<file path="config.mk">
export PLATFORM = sky130hd
export DESIGN_NAME = fxsq_squarer
export DESIGN_NICKNAME = d
export VERILOG_FILES = /design/src/rtl/fxsq_pkg.sv /design/src/rtl/fxsq_in_stage.sv /design/src/rtl/fxsq_mul_stage.sv /design/src/rtl/fxsq_rnd_sat.sv /design/src/rtl/fxsq_squarer.sv
export SDC_FILE = /design/constraint.sdc
export NUM_CORES = 1
export LEC_CHECK = 0
export BUFFER_PORTS_ARGS = -buffer_cell sky130_fd_sc_hd__buf_4
export CAP_MARGIN = 30
export CORE_ASPECT_RATIO = 0.7
export CORE_MARGIN = 1.5
export CORE_UTILIZATION = 55
export CTS_CLUSTER_SIZE = 14
export DETAILED_ROUTE_END_ITERATION = 8
export PLACE_DENSITY = 0.72
export SYNTH_ARGS = -nofsm -noshare
export SYNTH_HDL_FRONTEND = slang
export SYNTH_SLANG_ARGS = --single-unit
export TNS_END_PERCENT = 20
</file>
<file path="constraint.sdc">
create_clock -name clk_i -period 16.3 [get_ports clk_i]
set_input_delay 1.63 -clock clk_i [delete_from_list [all_inputs] [get_ports clk_i]]
set_output_delay 1.63 -clock clk_i [all_outputs]
set_load 0.01 [all_outputs]
</file>
<file path="src/rtl/fxsq_pkg.sv">
package fxsq_pkg;
  typedef enum logic {
    RND_FLOOR = 1'b0,
    RND_NEAR  = 1'b1
  } rnd_mode_e;
endpackage

</file>
<file path="src/rtl/fxsq_in_stage.sv">
module fxsq_in_stage #(
  parameter int unsigned DATA_W = 16
) (
  input  logic                     clk_i,
  input  logic                     rst_ni,
  input  logic                     vld_i,
  input  fxsq_pkg::rnd_mode_e      rnd_i,
  input  logic signed [DATA_W-1:0] data_i,
  output logic                     vld_o,
  output fxsq_pkg::rnd_mode_e      rnd_o,
  output logic signed [DATA_W-1:0] data_o
);
  always_ff @(posedge clk_i or negedge rst_ni) begin
    if (!rst_ni) begin
      vld_o  <= 1'b0;
      rnd_o  <= fxsq_pkg::RND_FLOOR;
      data_o <= '0;
    end else begin
      vld_o  <= vld_i;
      rnd_o  <= rnd_i;
      data_o <= data_i;
    end
  end


  in_vld_chk: assert property (@(posedge clk_i) disable iff (!rst_ni)
    vld_o == $past(vld_i));
endmodule

</file>
<file path="src/rtl/fxsq_mul_stage.sv">
module fxsq_mul_stage #(
  parameter int unsigned DATA_W = 16,
  localparam int unsigned PROD_W = 2 * DATA_W
) (
  input  logic                     clk_i,
  input  logic                     rst_ni,
  input  logic                     vld_i,
  input  fxsq_pkg::rnd_mode_e      rnd_i,
  input  logic signed [DATA_W-1:0] data_i,
  output logic                     vld_o,
  output fxsq_pkg::rnd_mode_e      rnd_o,
  output logic signed [PROD_W-1:0] prod_o
);
  logic signed [PROD_W-1:0] prod_d;

  always_comb prod_d = data_i * data_i;

  always_ff @(posedge clk_i or negedge rst_ni) begin
    if (!rst_ni) begin
      vld_o  <= 1'b0;
      rnd_o  <= fxsq_pkg::RND_FLOOR;
      prod_o <= '0;
    end else begin
      vld_o  <= vld_i;
      rnd_o  <= rnd_i;
      prod_o <= prod_d;
    end
  end


  mul_vld_chk: assert property (@(posedge clk_i) disable iff (!rst_ni)
    vld_o == $past(vld_i));

  prod_sign_chk: assert property (@(posedge clk_i) disable iff (!rst_ni)
    vld_o |-> !prod_o[PROD_W-1]);

  mode_carry_chk: assert property (@(posedge clk_i) disable iff (!rst_ni)
    vld_o |-> rnd_o == $past(rnd_i));
endmodule

</file>
<file path="src/rtl/fxsq_rnd_sat.sv">
module fxsq_rnd_sat #(
  parameter int unsigned DATA_W = 16,
  parameter int unsigned FRAC_W = 14,
  localparam int unsigned PROD_W = 2 * DATA_W,
  localparam int unsigned KEEP_W = PROD_W - FRAC_W + 1,
  localparam logic [DATA_W-1:0] MAX_CODE = {1'b0, {(DATA_W-1){1'b1}}}
) (
  input  logic                     clk_i,
  input  logic                     rst_ni,
  input  logic                     vld_i,
  input  fxsq_pkg::rnd_mode_e      rnd_i,
  input  logic signed [PROD_W-1:0] prod_i,
  output logic                     vld_o,
  output logic        [DATA_W-1:0] data_o,
  output logic                     ovf_o
);
  logic [KEEP_W-1:0] kept;
  logic              half_bit;
  logic              sat;
  logic [DATA_W-1:0] res_d;
  logic              unused_lsb;

  // one extra bit so the rounding carry cannot wrap before the range test
  always_comb begin
    half_bit   = (rnd_i == fxsq_pkg::RND_NEAR) && prod_i[FRAC_W-1];
    kept       = {1'b0, prod_i[PROD_W-1:FRAC_W]} + {{(KEEP_W-1){1'b0}}, half_bit};
    sat        = kept > {{(KEEP_W-DATA_W){1'b0}}, MAX_CODE};
    res_d      = sat ? MAX_CODE : kept[DATA_W-1:0];
    unused_lsb = ^prod_i[FRAC_W-2:0];
  end

  always_ff @(posedge clk_i or negedge rst_ni) begin
    if (!rst_ni) begin
      vld_o  <= 1'b0;
      data_o <= '0;
      ovf_o  <= 1'b0;
    end else begin
      vld_o  <= vld_i;
      data_o <= res_d;
      ovf_o  <= vld_i && sat;
    end
  end


  out_vld_chk: assert property (@(posedge clk_i) disable iff (!rst_ni)
    vld_o == $past(vld_i));

  sat_clamp_chk: assert property (@(posedge clk_i) disable iff (!rst_ni)
    ovf_o |-> data_o == MAX_CODE);

  ovf_valid_chk: assert property (@(posedge clk_i) disable iff (!rst_ni)
    ovf_o |-> vld_o);

  non_neg_chk: assert property (@(posedge clk_i) disable iff (!rst_ni)
    vld_o |-> !data_o[DATA_W-1]);
endmodule

</file>
<file path="src/rtl/fxsq_squarer.sv">
module fxsq_squarer #(
  parameter int unsigned DATA_W = 16,
  parameter int unsigned FRAC_W = 14,
  localparam int unsigned PROD_W = 2 * DATA_W
) (
  input  logic              clk_i,
  input  logic              rst_ni,
  input  logic              vld_i,
  input  logic              rnd_i,
  input  logic [DATA_W-1:0] data_i,
  output logic              vld_o,
  output logic [DATA_W-1:0] data_o,
  output logic              ovf_o
);
  logic                     s1_vld;
  fxsq_pkg::rnd_mode_e      s1_rnd;
  logic signed [DATA_W-1:0] s1_data;
  logic                     s2_vld;
  fxsq_pkg::rnd_mode_e      s2_rnd;
  logic signed [PROD_W-1:0] s2_prod;
  fxsq_pkg::rnd_mode_e      rnd_in;

  always_comb rnd_in = fxsq_pkg::rnd_mode_e'(rnd_i);

  fxsq_in_stage #(.DATA_W(DATA_W)) i_in (
    .clk_i  (clk_i),
    .rst_ni (rst_ni),
    .vld_i  (vld_i),
    .rnd_i  (rnd_in),
    .data_i (data_i),
    .vld_o  (s1_vld),
    .rnd_o  (s1_rnd),
    .data_o (s1_data)
  );

  fxsq_mul_stage #(.DATA_W(DATA_W)) i_mul (
    .clk_i  (clk_i),
    .rst_ni (rst_ni),
    .vld_i  (s1_vld),
    .rnd_i  (s1_rnd),
    .data_i (s1_data),
    .vld_o  (s2_vld),
    .rnd_o  (s2_rnd),
    .prod_o (s2_prod)
  );

  fxsq_rnd_sat #(.DATA_W(DATA_W), .FRAC_W(FRAC_W)) i_rnd (
    .clk_i  (clk_i),
    .rst_ni (rst_ni),
    .vld_i  (s2_vld),
    .rnd_i  (s2_rnd),
    .prod_i (s2_prod),
    .vld_o  (vld_o),
    .data_o (data_o),
    .ovf_o  (ovf_o)
  );
endmodule

</file>
==> run metrics <==
Detailed Routing Iterations Pass 1 5; antenna-violating nets left 0; nature of the critical path startpoint register; first-pass GRT wire length 39300 um; area leader, netlist fa_1; total die area 0.0198 mm2; Sinks on Clock Net 57; CTS tree done; Initial Util 56.9%; sequential share of the synthesized area 13.7%; final cell count without fillers 1320; status finished clean; Die Wd 168 um; drt first-iter violations 465; largest family of logic cells by synthesized area adder cells; area taken by multi-input logic gates 0.00769 mm2; Fill cells 1509; Final Wtd Congestion 0.877; post-synthesis compound-gate area fraction 3.85%; Ant. Diodes 0; adder-cell share of the synthesized area 56.1%; CP Cell Sequence inv_1 -> nor2_1 -> fa_1 -> fa_1 -> fa_1 -> fa_1 -> fa_1 -> inv_1 -> fa_1 -> inv_1 -> ha_1 -> nand4_1 -> nor2_1 -> o2111ai_1 -> nand4_2 -> a31oi_1 -> a2bb2oi_1 -> a21oi_1 -> xor2_1; setup TNS 0 ns; CP max FO 16; post-route cell area 0.0112 mm2; hold buffers post-CTS 0; post-cts resize count 0; Top FF cell, synth dfrtp_1; Post-synth EDFFs 0; Final Critical Period 6.67 ns; Net Count, Synth 1399; Critical Path Most Common Cell fa_1; Synth Instances 1051; Core Region 0.0183 mm2; syn_area_per_cell 9.92 um2; Area growth syn-to-layout 7.35%; Cell Rows 41; largest net degree at the start of global routing 58; post-DR vias/cell 5.09; Post-DP Area 0.0109 mm2; clock root buffer clkbuf_16; H-tree Lvls 3; Slew HR 42.3%; remaining routing DRC violations 0; clk buf depth 2; Post-layout nets 1427; YS warnings 0; share of cells above drive strength 1 6.55%; TritonCTS Buffers 9; #FFs+latches synth 57; Worst Clk Skew 0.0112 ns; Simple-Gate Fraction of Synth Area 9.51%; die height 118 um; DR vias 6713; grt ovf 0; clk_lat worst skew 0.33 ns; Tcrit/Tclk final 40.9%; f_max 0.150 GHz; Max-cap violations 0; Slew Limit Fails 0; I/O Buffers 37; Tightest Pin Transition 0.866 ns; Yosys top cell area share 44.7%; RSZ-0062 raised after global routing false; Critical Path RT 16.52 ns; Cells after DPL 1304; critical path's slowest cell dfrtp_1; Hold Slack 0.349 ns; final setup vio count 0; Avg WL per Cell 17.4 um; I/O pin cnt 38; setup bufs post-CTS 0; FF/Latch Area 0.00143 mm2; CP Capture Type register; Mapped Area 0.0104 mm2; hold crit path type register to register; Synth area leaders fa_1, dfrtp_1, inv_1; routed wire length 22900 um; GRT Util Overall 26.0%; number of global-route vias before repair 7381; Worst path max stage delay 0.74 ns; critical path type register to register; Final Hold Viols 0; critical path arrival 6.88 ns; post-DP HPWL 18900 um; xor-xnor portion of the synthesized cell area 4.03%; most frequent cell after synthesis inv_1; Async S/R FF share, synth 100%; mux cell area share after synthesis 0.204%; Post-synth top cells inv_1, fa_1, ha_1; initial antenna violation count 0; post-synth cell types 47; clock slew at reported path FFs 0.06 ns
-- worst max-delay path: cells and delay by family (launching register included) --
family | cells | cell delay, ns
AO/OA/AOI/OAI | 4 | 0.80
XOR/XNOR | 1 | 0.14
adder cells (fa/ha/maj) | 7 | 3.51
buffers and inverters | 3 | 0.57
flip-flops | 1 | 0.74
AND/OR/NAND/NOR | 4 | 0.79
-- metal layers --
| metal | up-vias | GRT usage (%) | wire (um) |
|---|---|---|---|
| met2 | 300 | 34.8 | 9060 |
| li1 | 3086 | - | - |
| met3 | 16 | 7.67 | 2410 |
| met5 | - | 0 | 0 |
| met1 | 3311 | 42.1 | 11200 |
| met4 | 0 | 3.66 | 203 |
-- flip-flops by register name, summed over array words and instances, names as in the netlist --
register and flops:
i_rnd.vld_o 1, i_in.rnd_o 1, i_in.vld_o 1, i_mul.prod_o 19, i_mul.vld_o 1, i_mul.rnd_o 1, i_rnd.data_o 16, i_in.data_o 16
i_rnd.ovf_o 1
-- kinds of logic after synthesis --
logic type	after synthesis
flops	57
simple gates	215
buf+inv	348
mux	2
fa+ha+maj	328
compound gates	52
other cells	1
xor+xnor	48
-- cell usage in the layout (no fill, tap or decap), types with 2 or more instances in the layout --
| master | Yosys | final |
|---|---|---|
| nor3_1 | 7 | 7 |
| nor2b_1 | 3 | 3 |
| inv_1 | 327 | 327 |
| and2_1 | 29 | 29 |
| nand2b_1 | 4 | 4 |
| xnor2_1 | 32 | 32 |
| nand3_1 | 10 | 10 |
| a211oi_2 | 2 | 2 |
| or2_2 | 2 | 2 |
| a31o_2 | 5 | 5 |
| buf_4 | 1 | 37 |
| a21oi_1 | 13 | 13 |
| a21o_1 | 6 | 6 |
| and3_1 | 6 | 6 |
| ha_1 | 95 | 95 |
| o21ai_0 | 9 | 9 |
| nand2_1 | 92 | 92 |
| dfrtp_1 | 57 | 57 |
| xor2_1 | 16 | 16 |
| fa_1 | 233 | 233 |
| clkinvlp_4 | 0 | 4 |
| nor2_1 | 50 | 50 |
| clkbuf_16 | 0 | 9 |
| nand4_1 | 6 | 6 |
| o21a_1 | 5 | 5 |
-- metrics by stage --
stage,utilization (%),setup WS [ns]
after floorplan,-,10.46
after global placement,59.6,9.74
after detailed placement,59.6,9.71
after CTS,61.1,9.65
after global routing,61.1,9.24
final,61.1,9.63
-- worst paths after layout --
kind / from / end / slack [ns] / depth (start not counted)
worst max-delay path: i_in.data_o[15]$_DFF_PN0_ / i_mul.prod_o[29]$_DFF_PN0_ / 9.63 / 19
worst min-delay path: i_in.rnd_o$_DFF_PN0_ / i_mul.rnd_o$_DFF_PN0_ / 0.35 / 0
worst max register to register: i_in.data_o[15]$_DFF_PN0_ / i_mul.prod_o[29]$_DFF_PN0_ / 9.63 / 19
worst min register to register: i_in.rnd_o$_DFF_PN0_ / i_mul.rnd_o$_DFF_PN0_ / 0.35 / 0
max in group asynchronous: rst_ni / i_in.data_o[6]$_DFF_PN0_ / 14.41 / 1
min in group asynchronous: rst_ni / i_rnd.data_o[14]$_DFF_PN0_ / 1.36 / 1
-- final cells by class --
type,count,share of cell area (%)
clock buffer,10,2.05
clock inverter,6,0.391
inverter,328,11.0
multi-input combinational,646,68.7
sequential,57,12.7
tap,236,2.64
timing repair buffer,37,2.48
Power is not shown: default switching activity piles up to over one toggle a cycle in this logic, so the estimate is an artifact.
